$ cat src/rtl/alu_pkg.sv
package alu_pkg;

  localparam int OP_W = 5;

  typedef enum logic [OP_W-1:0] {
    OP_ADD  = 5'd0,
    OP_SUB  = 5'd1,
    OP_AND  = 5'd2,
    OP_OR   = 5'd3,
    OP_XOR  = 5'd4,
    OP_NOR  = 5'd5,
    OP_ANDH = 5'd6,
    OP_ORH  = 5'd7,
    OP_XORH = 5'd8,
    OP_CEQ  = 5'd9,
    OP_CNE  = 5'd10,
    OP_CLT  = 5'd11,
    OP_CGE  = 5'd12,
    OP_CLTU = 5'd13,
    OP_CGEU = 5'd14,
    OP_SLL  = 5'd15,
    OP_SRL  = 5'd16,
    OP_SRA  = 5'd17,
    OP_ROL  = 5'd18,
    OP_ROR  = 5'd19
  } alu_op_e;

  typedef enum logic [1:0] {
    EXT_SIGN = 2'd0,
    EXT_ZERO = 2'd1,
    EXT_HIGH = 2'd2
  } ext_mode_e;

  typedef enum logic [1:0] {
    GRP_ARITH = 2'd0,
    GRP_CMP   = 2'd1,
    GRP_SHIFT = 2'd2,
    GRP_NONE  = 2'd3
  } op_group_e;

  function automatic ext_mode_e ext_mode_of(input alu_op_e op);
    case (op)
      OP_ADD, OP_SUB, OP_CEQ, OP_CNE, OP_CLT, OP_CGE: ext_mode_of = EXT_SIGN;
      OP_ANDH, OP_ORH, OP_XORH:                       ext_mode_of = EXT_HIGH;
      default:                                        ext_mode_of = EXT_ZERO;
    endcase
  endfunction

  function automatic op_group_e group_of(input alu_op_e op);
    case (op)
      OP_ADD, OP_SUB, OP_AND, OP_OR, OP_XOR, OP_NOR,
      OP_ANDH, OP_ORH, OP_XORH:                         group_of = GRP_ARITH;
      OP_CEQ, OP_CNE, OP_CLT, OP_CGE, OP_CLTU, OP_CGEU: group_of = GRP_CMP;
      OP_SLL, OP_SRL, OP_SRA, OP_ROL, OP_ROR:           group_of = GRP_SHIFT;
      default:                                          group_of = GRP_NONE;
    endcase
  endfunction

endpackage

$ cat src/rtl/alu_opnd_sel.sv
module alu_opnd_sel
  import alu_pkg::*;
#(
  parameter int WIDTH = 32,
  parameter int IMM_W = 16
) (
  input  alu_op_e          op,
  input  logic             imm_sel,
  input  logic [WIDTH-1:0] src_b,
  input  logic [IMM_W-1:0] imm,
  output logic [WIDTH-1:0] opnd_b,
  output ext_mode_e        ext_mode
);

  localparam int PAD_W = WIDTH - IMM_W;

  function automatic logic [WIDTH-1:0] widen(input logic [IMM_W-1:0] v,
                                             input ext_mode_e m);
    case (m)
      EXT_SIGN: widen = {{PAD_W{v[IMM_W-1]}}, v};
      EXT_HIGH: widen = {v, {PAD_W{1'b0}}};
      default:  widen = {{PAD_W{1'b0}}, v};
    endcase
  endfunction

  assign ext_mode = ext_mode_of(op);
  assign opnd_b   = imm_sel ? widen(imm, ext_mode) : src_b;

endmodule

$ cat src/rtl/alu_arith_logic.sv
module alu_arith_logic
  import alu_pkg::*;
#(
  parameter int WIDTH = 32
) (
  input  alu_op_e          op,
  input  logic [WIDTH-1:0] a,
  input  logic [WIDTH-1:0] b,
  output logic [WIDTH-1:0] out
);

  function automatic logic [WIDTH-1:0] add_sub(input logic [WIDTH-1:0] x,
                                               input logic [WIDTH-1:0] y,
                                               input logic             minus);
    logic [WIDTH-1:0] yy;
    yy = minus ? ~y : y;
    add_sub = x + yy + {{(WIDTH-1){1'b0}}, minus};
  endfunction

  logic [WIDTH-1:0] sum;
  assign sum = add_sub(a, b, op == OP_SUB);

  always_comb begin
    case (op)
      OP_ADD, OP_SUB:   out = sum;
      OP_AND, OP_ANDH:  out = a & b;
      OP_OR,  OP_ORH:   out = a | b;
      OP_XOR, OP_XORH:  out = a ^ b;
      OP_NOR:           out = ~(a | b);
      default:          out = '0;
    endcase
  end

endmodule

$ cat src/rtl/alu_cmp.sv
module alu_cmp
  import alu_pkg::*;
#(
  parameter int WIDTH = 32
) (
  input  logic             clk,
  input  logic             rst_n,
  input  alu_op_e          op,
  input  logic [WIDTH-1:0] a,
  input  logic [WIDTH-1:0] b,
  output logic             cmp_true
);

  logic eq_w, ne_w, lt_s_w, ge_s_w, lt_u_w, ge_u_w;

  function automatic logic signed_less(input logic [WIDTH-1:0] x,
                                       input logic [WIDTH-1:0] y);
    if (x[WIDTH-1] != y[WIDTH-1]) signed_less = x[WIDTH-1];
    else                          signed_less = x < y;
  endfunction

  assign eq_w   = (a == b);
  assign ne_w   = |(a ^ b);
  assign lt_s_w = signed_less(a, b);
  assign ge_s_w = $signed(a) >= $signed(b);
  assign lt_u_w = a < b;
  assign ge_u_w = a >= b;

  always_comb begin
    case (op)
      OP_CEQ:  cmp_true = eq_w;
      OP_CNE:  cmp_true = ne_w;
      OP_CLT:  cmp_true = lt_s_w;
      OP_CGE:  cmp_true = ge_s_w;
      OP_CLTU: cmp_true = lt_u_w;
      OP_CGEU: cmp_true = ge_u_w;
      default: cmp_true = 1'b0;
    endcase
  end


  cmp_signed_excl_chk: assert property (@(posedge clk) disable iff (!rst_n)
    lt_s_w ^ ge_s_w);

  cmp_unsigned_excl_chk: assert property (@(posedge clk) disable iff (!rst_n)
    lt_u_w ^ ge_u_w);

  cmp_eq_ne_chk: assert property (@(posedge clk) disable iff (!rst_n)
    eq_w ^ ne_w);

  cmp_eq_order_chk: assert property (@(posedge clk) disable iff (!rst_n)
    eq_w |-> (!lt_s_w && !lt_u_w));

endmodule

$ cat src/rtl/alu_shrot.sv
module alu_shrot
  import alu_pkg::*;
#(
  parameter int WIDTH = 32
) (
  input  logic             clk,
  input  logic             rst_n,
  input  alu_op_e          op,
  input  logic [WIDTH-1:0] a,
  input  logic [WIDTH-1:0] b,
  output logic [WIDTH-1:0] out
);

  localparam int SHW = $clog2(WIDTH);

  function automatic logic [WIDTH-1:0] bit_rev(input logic [WIDTH-1:0] v);
    for (int i = 0; i < WIDTH; i++) bit_rev[i] = v[WIDTH-1-i];
  endfunction

  logic [SHW-1:0]   amt;
  logic             go_left;
  logic             wrap;
  logic             fill_bit;
  logic [WIDTH-1:0] stg [0:SHW];

  assign amt      = b[SHW-1:0];
  assign go_left  = (op == OP_SLL) || (op == OP_ROL);
  assign wrap     = (op == OP_ROL) || (op == OP_ROR);
  assign fill_bit = (op == OP_SRA) ? a[WIDTH-1] : 1'b0;
  assign stg[0]   = go_left ? bit_rev(a) : a;

  for (genvar k = 0; k < SHW; k++) begin : g_stage
    localparam int S = 1 << k;
    logic [S-1:0] fill;
    assign fill       = wrap ? stg[k][S-1:0] : {S{fill_bit}};
    assign stg[k+1]   = amt[k] ? {fill, stg[k][WIDTH-1:S]} : stg[k];
  end

  assign out = go_left ? bit_rev(stg[SHW]) : stg[SHW];


  zero_amount_chk: assert property (@(posedge clk) disable iff (!rst_n)
    (amt == '0) |-> (out == a));

  sra_sign_chk: assert property (@(posedge clk) disable iff (!rst_n)
    (op == OP_SRA) |-> (out[WIDTH-1] == a[WIDTH-1]));

  sll_lsb_chk: assert property (@(posedge clk) disable iff (!rst_n)
    (op == OP_SLL && amt != '0) |-> !out[0]);

  rot_popcount_chk: assert property (@(posedge clk) disable iff (!rst_n)
    (op == OP_ROL || op == OP_ROR) |-> ($countones(out) == $countones(a)));

endmodule

$ cat src/rtl/flagless_alu.sv
module flagless_alu
  import alu_pkg::*;
#(
  parameter int WIDTH = 32,
  parameter int IMM_W = 16
) (
  input  logic             clk,
  input  logic             rst_n,
  input  logic             start,
  input  logic [4:0]       op,
  input  logic             imm_sel,
  input  logic [WIDTH-1:0] src_a,
  input  logic [WIDTH-1:0] src_b,
  input  logic [IMM_W-1:0] imm,
  output logic [WIDTH-1:0] result,
  output logic             result_valid
);

  localparam int LOW_W = WIDTH - IMM_W;

  alu_op_e          op_e;
  ext_mode_e        ext_mode;
  op_group_e        grp;
  logic [WIDTH-1:0] opnd_b;
  logic [WIDTH-1:0] al_out;
  logic [WIDTH-1:0] sh_out;
  logic             cmp_true;
  logic [WIDTH-1:0] next_result;
  logic [WIDTH-1:0] result_q;
  logic             valid_q;

  assign op_e = alu_op_e'(op);
  assign grp  = group_of(op_e);

  alu_opnd_sel #(.WIDTH(WIDTH), .IMM_W(IMM_W)) u_opnd (
    .op(op_e), .imm_sel(imm_sel), .src_b(src_b), .imm(imm),
    .opnd_b(opnd_b), .ext_mode(ext_mode)
  );

  alu_arith_logic #(.WIDTH(WIDTH)) u_al (
    .op(op_e), .a(src_a), .b(opnd_b), .out(al_out)
  );

  alu_cmp #(.WIDTH(WIDTH)) u_cmp (
    .clk(clk), .rst_n(rst_n), .op(op_e), .a(src_a), .b(opnd_b),
    .cmp_true(cmp_true)
  );

  alu_shrot #(.WIDTH(WIDTH)) u_sh (
    .clk(clk), .rst_n(rst_n), .op(op_e), .a(src_a), .b(opnd_b),
    .out(sh_out)
  );

  always_comb begin
    case (grp)
      GRP_ARITH: next_result = al_out;
      GRP_CMP:   next_result = {{(WIDTH-1){1'b0}}, cmp_true};
      GRP_SHIFT: next_result = sh_out;
      default:   next_result = '0;
    endcase
  end

  always_ff @(posedge clk or negedge rst_n) begin
    if (!rst_n) begin
      result_q <= '0;
      valid_q  <= 1'b0;
    end else begin
      valid_q <= start;
      if (start) result_q <= next_result;
    end
  end

  assign result       = result_q;
  assign result_valid = valid_q;


  valid_follows_start_chk: assert property (@(posedge clk) disable iff (!rst_n)
    start |=> result_valid);

  valid_single_chk: assert property (@(posedge clk) disable iff (!rst_n)
    !start |=> !result_valid);

  result_hold_chk: assert property (@(posedge clk) disable iff (!rst_n)
    !start |=> $stable(result));

  high_low_pass_chk: assert property (@(posedge clk) disable iff (!rst_n)
    (start && imm_sel && op_e == OP_ORH) |=> (result[LOW_W-1:0] == $past(src_a[LOW_W-1:0])));

  unused_zero_chk: assert property (@(posedge clk) disable iff (!rst_n)
    (start && grp == GRP_NONE) |=> (result == '0));

  cmp_word_chk: assert property (@(posedge clk) disable iff (!rst_n)
    (start && grp == GRP_CMP) |=> (result[WIDTH-1:1] == '0));

  sign_ext_chk: assert property (@(posedge clk) disable iff (!rst_n)
    (start && imm_sel && ext_mode == EXT_SIGN && op_e == OP_ADD && src_a == '0)
      |=> (result[WIDTH-1] == $past(imm[IMM_W-1])));

endmodule

$ cat config.mk
export PLATFORM = sky130hd
export DESIGN_NAME = flagless_alu
export DESIGN_NICKNAME = d
export VERILOG_FILES = /design/src/rtl/alu_pkg.sv /design/src/rtl/alu_opnd_sel.sv /design/src/rtl/alu_arith_logic.sv /design/src/rtl/alu_cmp.sv /design/src/rtl/alu_shrot.sv /design/src/rtl/flagless_alu.sv
export SDC_FILE = /design/constraint.sdc
export NUM_CORES = 1
export LEC_CHECK = 0
export BUFFER_PORTS_ARGS = -buffer_cell sky130_fd_sc_hd__buf_2
export CORE_ASPECT_RATIO = 1.4
export CORE_UTILIZATION = 35
export DETAILED_ROUTE_END_ITERATION = 10
export PLACE_DENSITY = 0.5
export SLEW_MARGIN = 20
export SYNTH_ARGS = -nofsm -noshare
export SYNTH_HDL_FRONTEND = slang
export SYNTH_SLANG_ARGS = --single-unit
$ cat constraint.sdc
create_clock -name clk -period 2.82 [get_ports clk]
set_input_delay 0.423 -clock clk [delete_from_list [all_inputs] [get_ports clk]]
set_output_delay 0.423 -clock clk [all_outputs]
set_load 0.01 [all_outputs]
==> results of run 1 <==
[logic make-up (layout without fill, tap and decap cells)]
family                   Yosys count  in the layout  synth area share [%]
multiplexers                     116            116                 12.58
XOR/XNOR                          56             56                 4.883
AO/OA/AOI/OAI                    509            509                 36.02
AND/OR/NAND/NOR                  310            310                 15.03
flip-flops                        33             33                 8.221
adder cells (fa/ha/maj)          122            122                 15.27
buffers and inverters            200            787                 7.984
[per-layer routing]
metal  part of all wire, %  GRT usage (%)  wire length (µm)  up-vias
li1                      -              -                 -     6271
met1                    37          41.78             21500     6553
met2                    49          68.06             28260      565
met3                   4.9          3.544              2822      189
met4                   8.5          27.89              4912        2
met5                 0.023              0                13        -
[cell usage in the layout, fill, tap and decap left out, types with 16 or more instances in the layout]
cell type and count:
o211ai_1 33, nor2_1 83, xor2_1 31, buf_4 491, a221oi_1 21, a21o_1 31
nand2_1 74, a31oi_1 24, o22ai_1 16, dfrtp_1 33, mux2i_1 73, ha_1 116
nor2b_1 22, a21oi_2 18, buf_2 119, a21oi_1 68, inv_1 101, a22oi_1 20
buf_6 48, nand3_1 32, o221ai_1 16, o21ai_0 50, mux2_2 24
[flip-flops by register name, indices dropped and copies added, names as in the netlist]
signal        cells
result           32
result_valid      1
[how the worst min path moves through the flow]
stage / slack [ns] / end
after global routing: 0.27 / result[7]
after floorplan: 0.13 / result[0]
after global placement: 0.46 / result[14]
final: 0.23 / result[7]
after CTS: 0.26 / result[7]
after detailed placement: 0.47 / result[14]
[layout make-up]
| type | count | area (µm²) |
|---|---|---|
| fillers | 2665 | 11590 |
| clock inverters | 1 | 30.03 |
| inverters | 106 | 397.9 |
| flip-flops and latches | 33 | 825.8 |
| clock buffers | 7 | 142.6 |
| repair buffers | 673 | 5115 |
| well taps | 375 | 469.2 |
| multi-input cells | 1113 | 9748 |
[worst max-delay path, delay by kind of cell]
family	cells	cell delay (ns)
simple gates	5	1.63
buf+inv	7	0.86
compound gates	8	1.33
mux	1	0.12
fa+ha+maj	1	0.24
[metrics by stage]
step | util, % | cell area [µm²] | power [W] | worst slack, ns
6_report | 59.08 | 16730 | 0.005434 | -1.576
2_1_floorplan | - | 10270 | 0.002247 | -1.874
3_3_place_gp | 52.24 | 14790 | 0.004044 | -2.030
5_1_grt | 59.08 | 16730 | 0.005698 | -1.716
4_1_cts | 56.20 | 15910 | 0.005036 | -1.537
3_5_place_dp | 52.24 | 14790 | 0.004061 | -2.130
[timing repair]
| action | in CTS | in global routing |
|---|---|---|
| pin swaps | 75 | 78 |
| setup endpoints to repair | 32 | 32 |
| gates resized for setup | 149 | 135 |
| setup buffers | 29 | 29 |
| gates cloned | 1 | 0 |
[power by group through the flow]
stage	logic (W)	clock network [W]	registers, W
after floorplan	0.00167	0	0.000581
after global placement	0.00348	0	0.000565
after detailed placement	0.00350	0	0.000565
after CTS	0.00382	0.000654	0.000558
after global routing	0.00446	0.000676	0.000564
final	0.00422	0.000651	0.000560
==> summary.md, run 1 <==
| Metric | Value |
|---|---|
| Skew final | `0 ns` |
| Reg-to-reg critical path startpoint | `result[29]` |
| Pins Over Slew Limit | `0` |
| Io pins | `122` |
| Gate power share | `77.7%` |
| CTS Hold Bufs | `0` |
| Most common cell in the netlist | `ha_1` |
| Worst VDD drop | `0.0002507 V` |
| Max Cap Violations | `0` |
| Async S/R FF share, synth | `100.0%` |
| Required @ worst endpoint | `3.02 ns` |
| Reg power frac | `10.3%` |
| Switching pwr | `0.002467 W` |
| Placed cells | `2257` |
| Worst-Skew Late Latency | `0.28 ns` |
| First-pass DRT Iterations | `6` |
| RSZ-0062 raised after global routing | `true` |
| Antenna Nets Post-Route | `0` |
| Worst hold slack | `0.2292 ns` |
| Crit-path max FO | `4` |
| Clock power share | `12.0%` |
| Core area | `28310 µm²` |
| Leakage power | `8.153 nW` |
| Largest stage delay on the critical path | `0.52 ns` |
| Crit path launch type | `input port` |
| Post-Synthesis Cells | `1346` |
| Chip Width | `145.2 µm` |
| Final Non-Filler Cells | `2308` |
| CP arrival | `4.60 ns` |
| Internal Pwr Total | `0.002968 W` |
| Average size of a mapped cell | `7.463 µm²` |
| Overall Global Routing Usage | `38.01%` |
| Setup crit end kind | `register` |
| CTS tree | `built` |
| Initial antenna violation count | `1` |
| Deepest clock path buffer count | `2` |
| Vias in the first global route | `13670` |
| Achievable Freq | `0.2275 GHz` |
| Gr ovfl total | `0` |
| Worst slew margin | `46.45%` |
| Iter 0 DRT Violations | `957` |
| H-Tree Depth | `2` |
| Worst-path cell chain | `buf_8 -> buf_6 -> or4b_4 -> a2111oi_4 -> buf_6 -> buf_4 -> a21oi_1 -> nor2_2 -> inv_2 -> ha_4 -> nor2_4 -> or4b_4 -> nor4_4 -> o211ai_1 -> a21oi_1 -> a2111oi_2 -> buf_4 -> buf_4 -> mux2i_1 -> a22o_1 -> o211a_1 -> o21ai_1` |
| Setup ws final | `-1.576 ns` |
| CP Capture Point | `result[0]` |
| Via/cell ratio | `5.884` |
| Sequential share of the synthesized area | `8.221%` |
| Top cell by count, worst path | `buf_4` |
| Pwr/cell area | `324.9 nW/µm²` |
| Ant diodes | `0` |
| FF+latch count, synth | `33` |
| Worst Path Class, Setup | `in -> reg` |
| Synth top cells by count | `121 x ha_1, 103 x inv_1, 92 x a21oi_1, 89 x nor2_1, 85 x mux2i_1` |
| Port bufs | `121` |
| First-pass GRT wire length | `83.68 mm` |
| Final hold viol count | `0` |
| Layout cells sized above 1 | `46.51%` |
| Syn_nets | `1557` |
| Min cycle time layout | `4.396 ns` |
| Syn-to-layout area delta | `66.54%` |
| Capturing point of the worst reg2reg path | `result[29]` |
| Yosys warning count | `0` |
| Setup TNS | `-36.91 ns` |
| CTS Root Cell | `clkbuf_16` |
| Hpwl dp | `47.29 mm` |
| Reg clk slew, reported paths | `0.06 ns` |
| CTS Buf Count | `5` |
| DRC Markers | `0` |
| CP max-delay cell | `or4b_4` |
| Main flop type after synthesis | `dfrtp_1` |
| Cell taking the most area after synthesis | `ha_1` |
| Switching Fraction | `45.39%` |
| Measured slew at the worst slew-check pin | `0.8033 ns` |
| Largest net degree at the start of global routing | `41` |
| Die ar. | `29390 µm²` |
| R2R setup slack | `0.99 ns` |
| GP Congestion | `1.044` |
| Critical path startpoint | `op[2]` |
| Die Height | `202.4 µm` |
| Status | `finished, violations left` |
| WL final | `57.50 mm` |
| Post-synth top area share | `15.07%` |
| Final Cycle Share | `155.9%` |
| Post-synth EDFFs | `0` |
| Vias | `13580` |
| R2R cell count | `6` |
| Final setup viols | `32` |
| Sink Count | `33` |
| Num rows | `73` |
| Failing checks | `setup timing` |
| Starting Density | `35.48%` |
| Area contributors post-synth | `ha_1 15%, mux2i_1 8.5%, dfrtp_1 8.2%` |
| Number of nets in the layout | `2143` |
| HP Class | `in -> async` |
| Routed wire length per instance | `24.92 µm` |
| Number of distinct library cells after synthesis | `85` |
| Post-Syn Area | `10040 µm²` |
Power figures use the tool's default switching activity.
==> run 2: changes to the inputs <==
--- a/config.mk
+++ b/config.mk
@@ -6,6 +6,7 @@
 export NUM_CORES = 1
 export LEC_CHECK = 0
 export BUFFER_PORTS_ARGS = -buffer_cell sky130_fd_sc_hd__buf_2
+export CAP_MARGIN = 30
 export CORE_ASPECT_RATIO = 1.4
 export CORE_UTILIZATION = 35
 export DETAILED_ROUTE_END_ITERATION = 10
@@ -14,3 +15,4 @@
 export SYNTH_ARGS = -nofsm -noshare
 export SYNTH_HDL_FRONTEND = slang
 export SYNTH_SLANG_ARGS = --single-unit
+export TNS_END_PERCENT = 50
==> constraint.sdc (replaced) <==
create_clock -name clk -period 2.82 [get_ports clk]
set_input_delay 0.846 -clock clk [delete_from_list [all_inputs] [get_ports clk]]
set_output_delay 0.846 -clock clk [all_outputs]
set_load 0.01 [all_outputs]
==> run 2 against run 1 <==
  * The run still ends with setup timing left
  * Final cell count fell by 0.39%
  * Worst setup slack got worse by 0.36 ns
  * Register-to-register slack got worse by 0.04 ns
  * Largest cell class unchanged
  * Largest power group unchanged
==> summary.md, run 2 (synthesized netlist as in run 1, its figures left out) <==
| Metric | Value |
|---|---|
| Skew final | `0 ns (unchanged)` |
| CTS tree | `built` |
| First-pass GRT wire length | `83.14 mm (-0.64%)` |
| WL met2 | `27.27 mm (-3.5%)` |
| CTS Root Cell | `clkbuf_16` |
| Num rows | `73 (unchanged)` |
| Gr ovfl total | `0 (unchanged)` |
| Highest metal used | `met4` |
| HP Class | `reg -> reg` |
| Number of nets in the layout | `2133 (-0.47%)` |
| Crit-path max FO | `3 (-1)` |
| First-pass DRT Iterations | `6 (unchanged)` |
| Most frequent cells in the layout | `508 x buf_4, 117 x buf_2, 109 x ha_1, 100 x inv_1, 83 x nor2_1` |
| Post-route cell area | `16370 µm² (-2.2%)` |
| DRC Markers | `0 (unchanged)` |
| Commonest non-fill, non-tap cell in the layout | `buf_4` |
| Layout cells sized above 1 | `45.35% (-1.2 points)` |
| Port bufs | `121 (unchanged)` |
| Overall Global Routing Usage | `37.73% (-0.28 points)` |
| Hold depth | `1` |
| WL final | `56.48 mm (-1.8%)` |
| Starting Density | `35.48% (unchanged)` |
| CTS Buf Count | `5 (unchanged)` |
| Max reg flops | `32 (unchanged)` |
| Die ar. | `29390 µm² (unchanged)` |
| H-Tree Depth | `2 (unchanged)` |
| CTS Hold Bufs | `0 (unchanged)` |
| RSZ-0062 raised after global routing | `true` |
| Measured slew at the worst slew-check pin | `0.7926 ns (-0.01075 ns)` |
| Largest net degree at the start of global routing | `41 (unchanged)` |
| R2R cell count | `6 (unchanged)` |
| Final hold viol count | `0 (unchanged)` |
| Initial antenna violation count | `1 (unchanged)` |
| Placement Cell Area | `14960 µm² (+1.1%)` |
| Crit path launch type | `input port` |
| Power Total | `0.005215 W (-4.0%)` |
| Final Cycle Share | `168.7% (+13 points)` |
| Worst Path Class, Setup | `in -> reg` |
| Worst VDD drop | `0.0002057 V (-18%)` |
| Max Cap Violations | `0 (unchanged)` |
| Deepest clock path buffer count | `2 (unchanged)` |
| Reg clk slew, reported paths | `0.05 ns (about the same)` |
| Required @ worst endpoint | `2.98 ns (-0.04 ns)` |
| Min cycle time layout | `4.758 ns (+0.3621 ns)` |
| Antenna Nets Post-Route | `0 (unchanged)` |
| Core area | `28310 µm² (unchanged)` |
| Hpwl dp | `46.90 mm (-0.82%)` |
| Die Height | `202.4 µm (unchanged)` |
| Syn-to-layout area delta | `62.94%` |
| Status | `finished, violations left` |
| Vias | `13560 (-0.12%)` |
| Worst slew margin | `47.16% (+0.72 points)` |
| Setup crit end kind | `register` |
| Pre-CTS WS | `-2.575 ns (-0.4453 ns)` |
| Met1 WL | `21.38 mm (-0.54%)` |
| Vias in the first global route | `13740 (+0.48%)` |
| Chip Width | `145.2 µm (unchanged)` |
| Routed wire length per instance | `24.57 µm (-1.4%)` |
| R2R setup slack | `0.95 ns (-0.04 ns)` |
| Detail Route met3 WL | `2.764 mm (-2.1%)` |
| CP arrival | `4.92 ns (+0.32 ns)` |
| Achievable Freq | `0.2102 GHz (-7.6%)` |
| Final setup viols | `32 (unchanged)` |
| GP Congestion | `1.004 (-3.8%)` |
| Sink Count | `33 (unchanged)` |
| Iter 0 DRT Violations | `808 (-16%)` |
| Via/cell ratio | `5.900 (+0.27%)` |
| Failing checks | `setup timing` |
| Pwr/cell area | `318.6 nW/µm² (-1.9%)` |
| Leakage power | `7.999 nW (-1.9%)` |
| Worst-Skew Late Latency | `0.28 ns (about the same)` |
| Pins Over Slew Limit | `0 (unchanged)` |
| Io pins | `122 (unchanged)` |
| Setup ws final | `-1.938 ns (-0.3621 ns)` |
-- run 2: metrics by stage --
step / std cells / hold WS (ns) / util (%) / TNS, ns
after floorplan: 1346 / 0.5164 / - / -54.52
after global placement: 2265 / 0.4582 / 52.83 / -64.30
after detailed placement: 2265 / 0.4701 / 52.83 / -65.36
after CTS: 2288 / 0.4815 / 55.78 / -48.98
after global routing: 2298 / 0.5055 / 57.79 / -53.35
final: 2299 / 0.4807 / 57.80 / -48.37
-- run 2: area by class of cell --
class	instances	area [µm²]
clock buffers	7	142.6
multi-input cells	1113	9494
flip-flops and latches	33	825.8
diodes	1	2.502
clock inverters	1	30.03
inverters	106	397.9
fillers	2701	11950
well taps	375	469.2
repair buffers	663	5005
-- run 2: worst paths after layout --
kind                            start          to
hold reg to reg            result[14]  result[14]
setup / recovery                op[0]  result[23]
setup reg to reg           result[29]  result[29]
min in group asynchronous       rst_n   result[1]
max in group asynchronous       rst_n   result[5]
hold / removal             result[14]  result[14]
-- run 2: report_power, final --
part / internal (W) / total [W] / leakage [nW] / switching, W
registers: 0.000523 / 0.000562 / 0.429 / 0.0000390
clock network: 0.000442 / 0.000657 / 0.0841 / 0.000215
logic: 0.00188 / 0.00400 / 7.49 / 0.00212
total: 0.00284 / 0.00522 / 8.00 / 0.00237
-- run 2: worst max-delay path: stages --
cell and delay, ns:
buf_8 0.10, buf_6 0.10, or4b_4 0.56, a2111oi_4 0.41, o22ai_4 0.12, inv_2 0.10
xnor2_2 0.08, buf_4 0.14, ha_4 0.26, and3_4 0.17, o211ai_4 0.07, and3_4 0.20
o31a_1 0.29, buf_6 0.14, o211ai_1 0.34, and3_1 0.22, nor3_1 0.06, a2111oi_2 0.48
buf_4 0.18, a21oi_1 0.05
-- run 2: routing by layer --
metal	track usage [%]	vias up
met5	0	-
met4	28.83	0
met3	3.183	193
met2	66.66	603
met1	41.99	6519
li1	-	6249
-- run 2: timing repair --
item                                    in CTS  in global routing
resized for setup                          113                104
buffers inserted                            17                 21
pin swaps                                   34                 57
endpoints found under the setup margin      32                 32
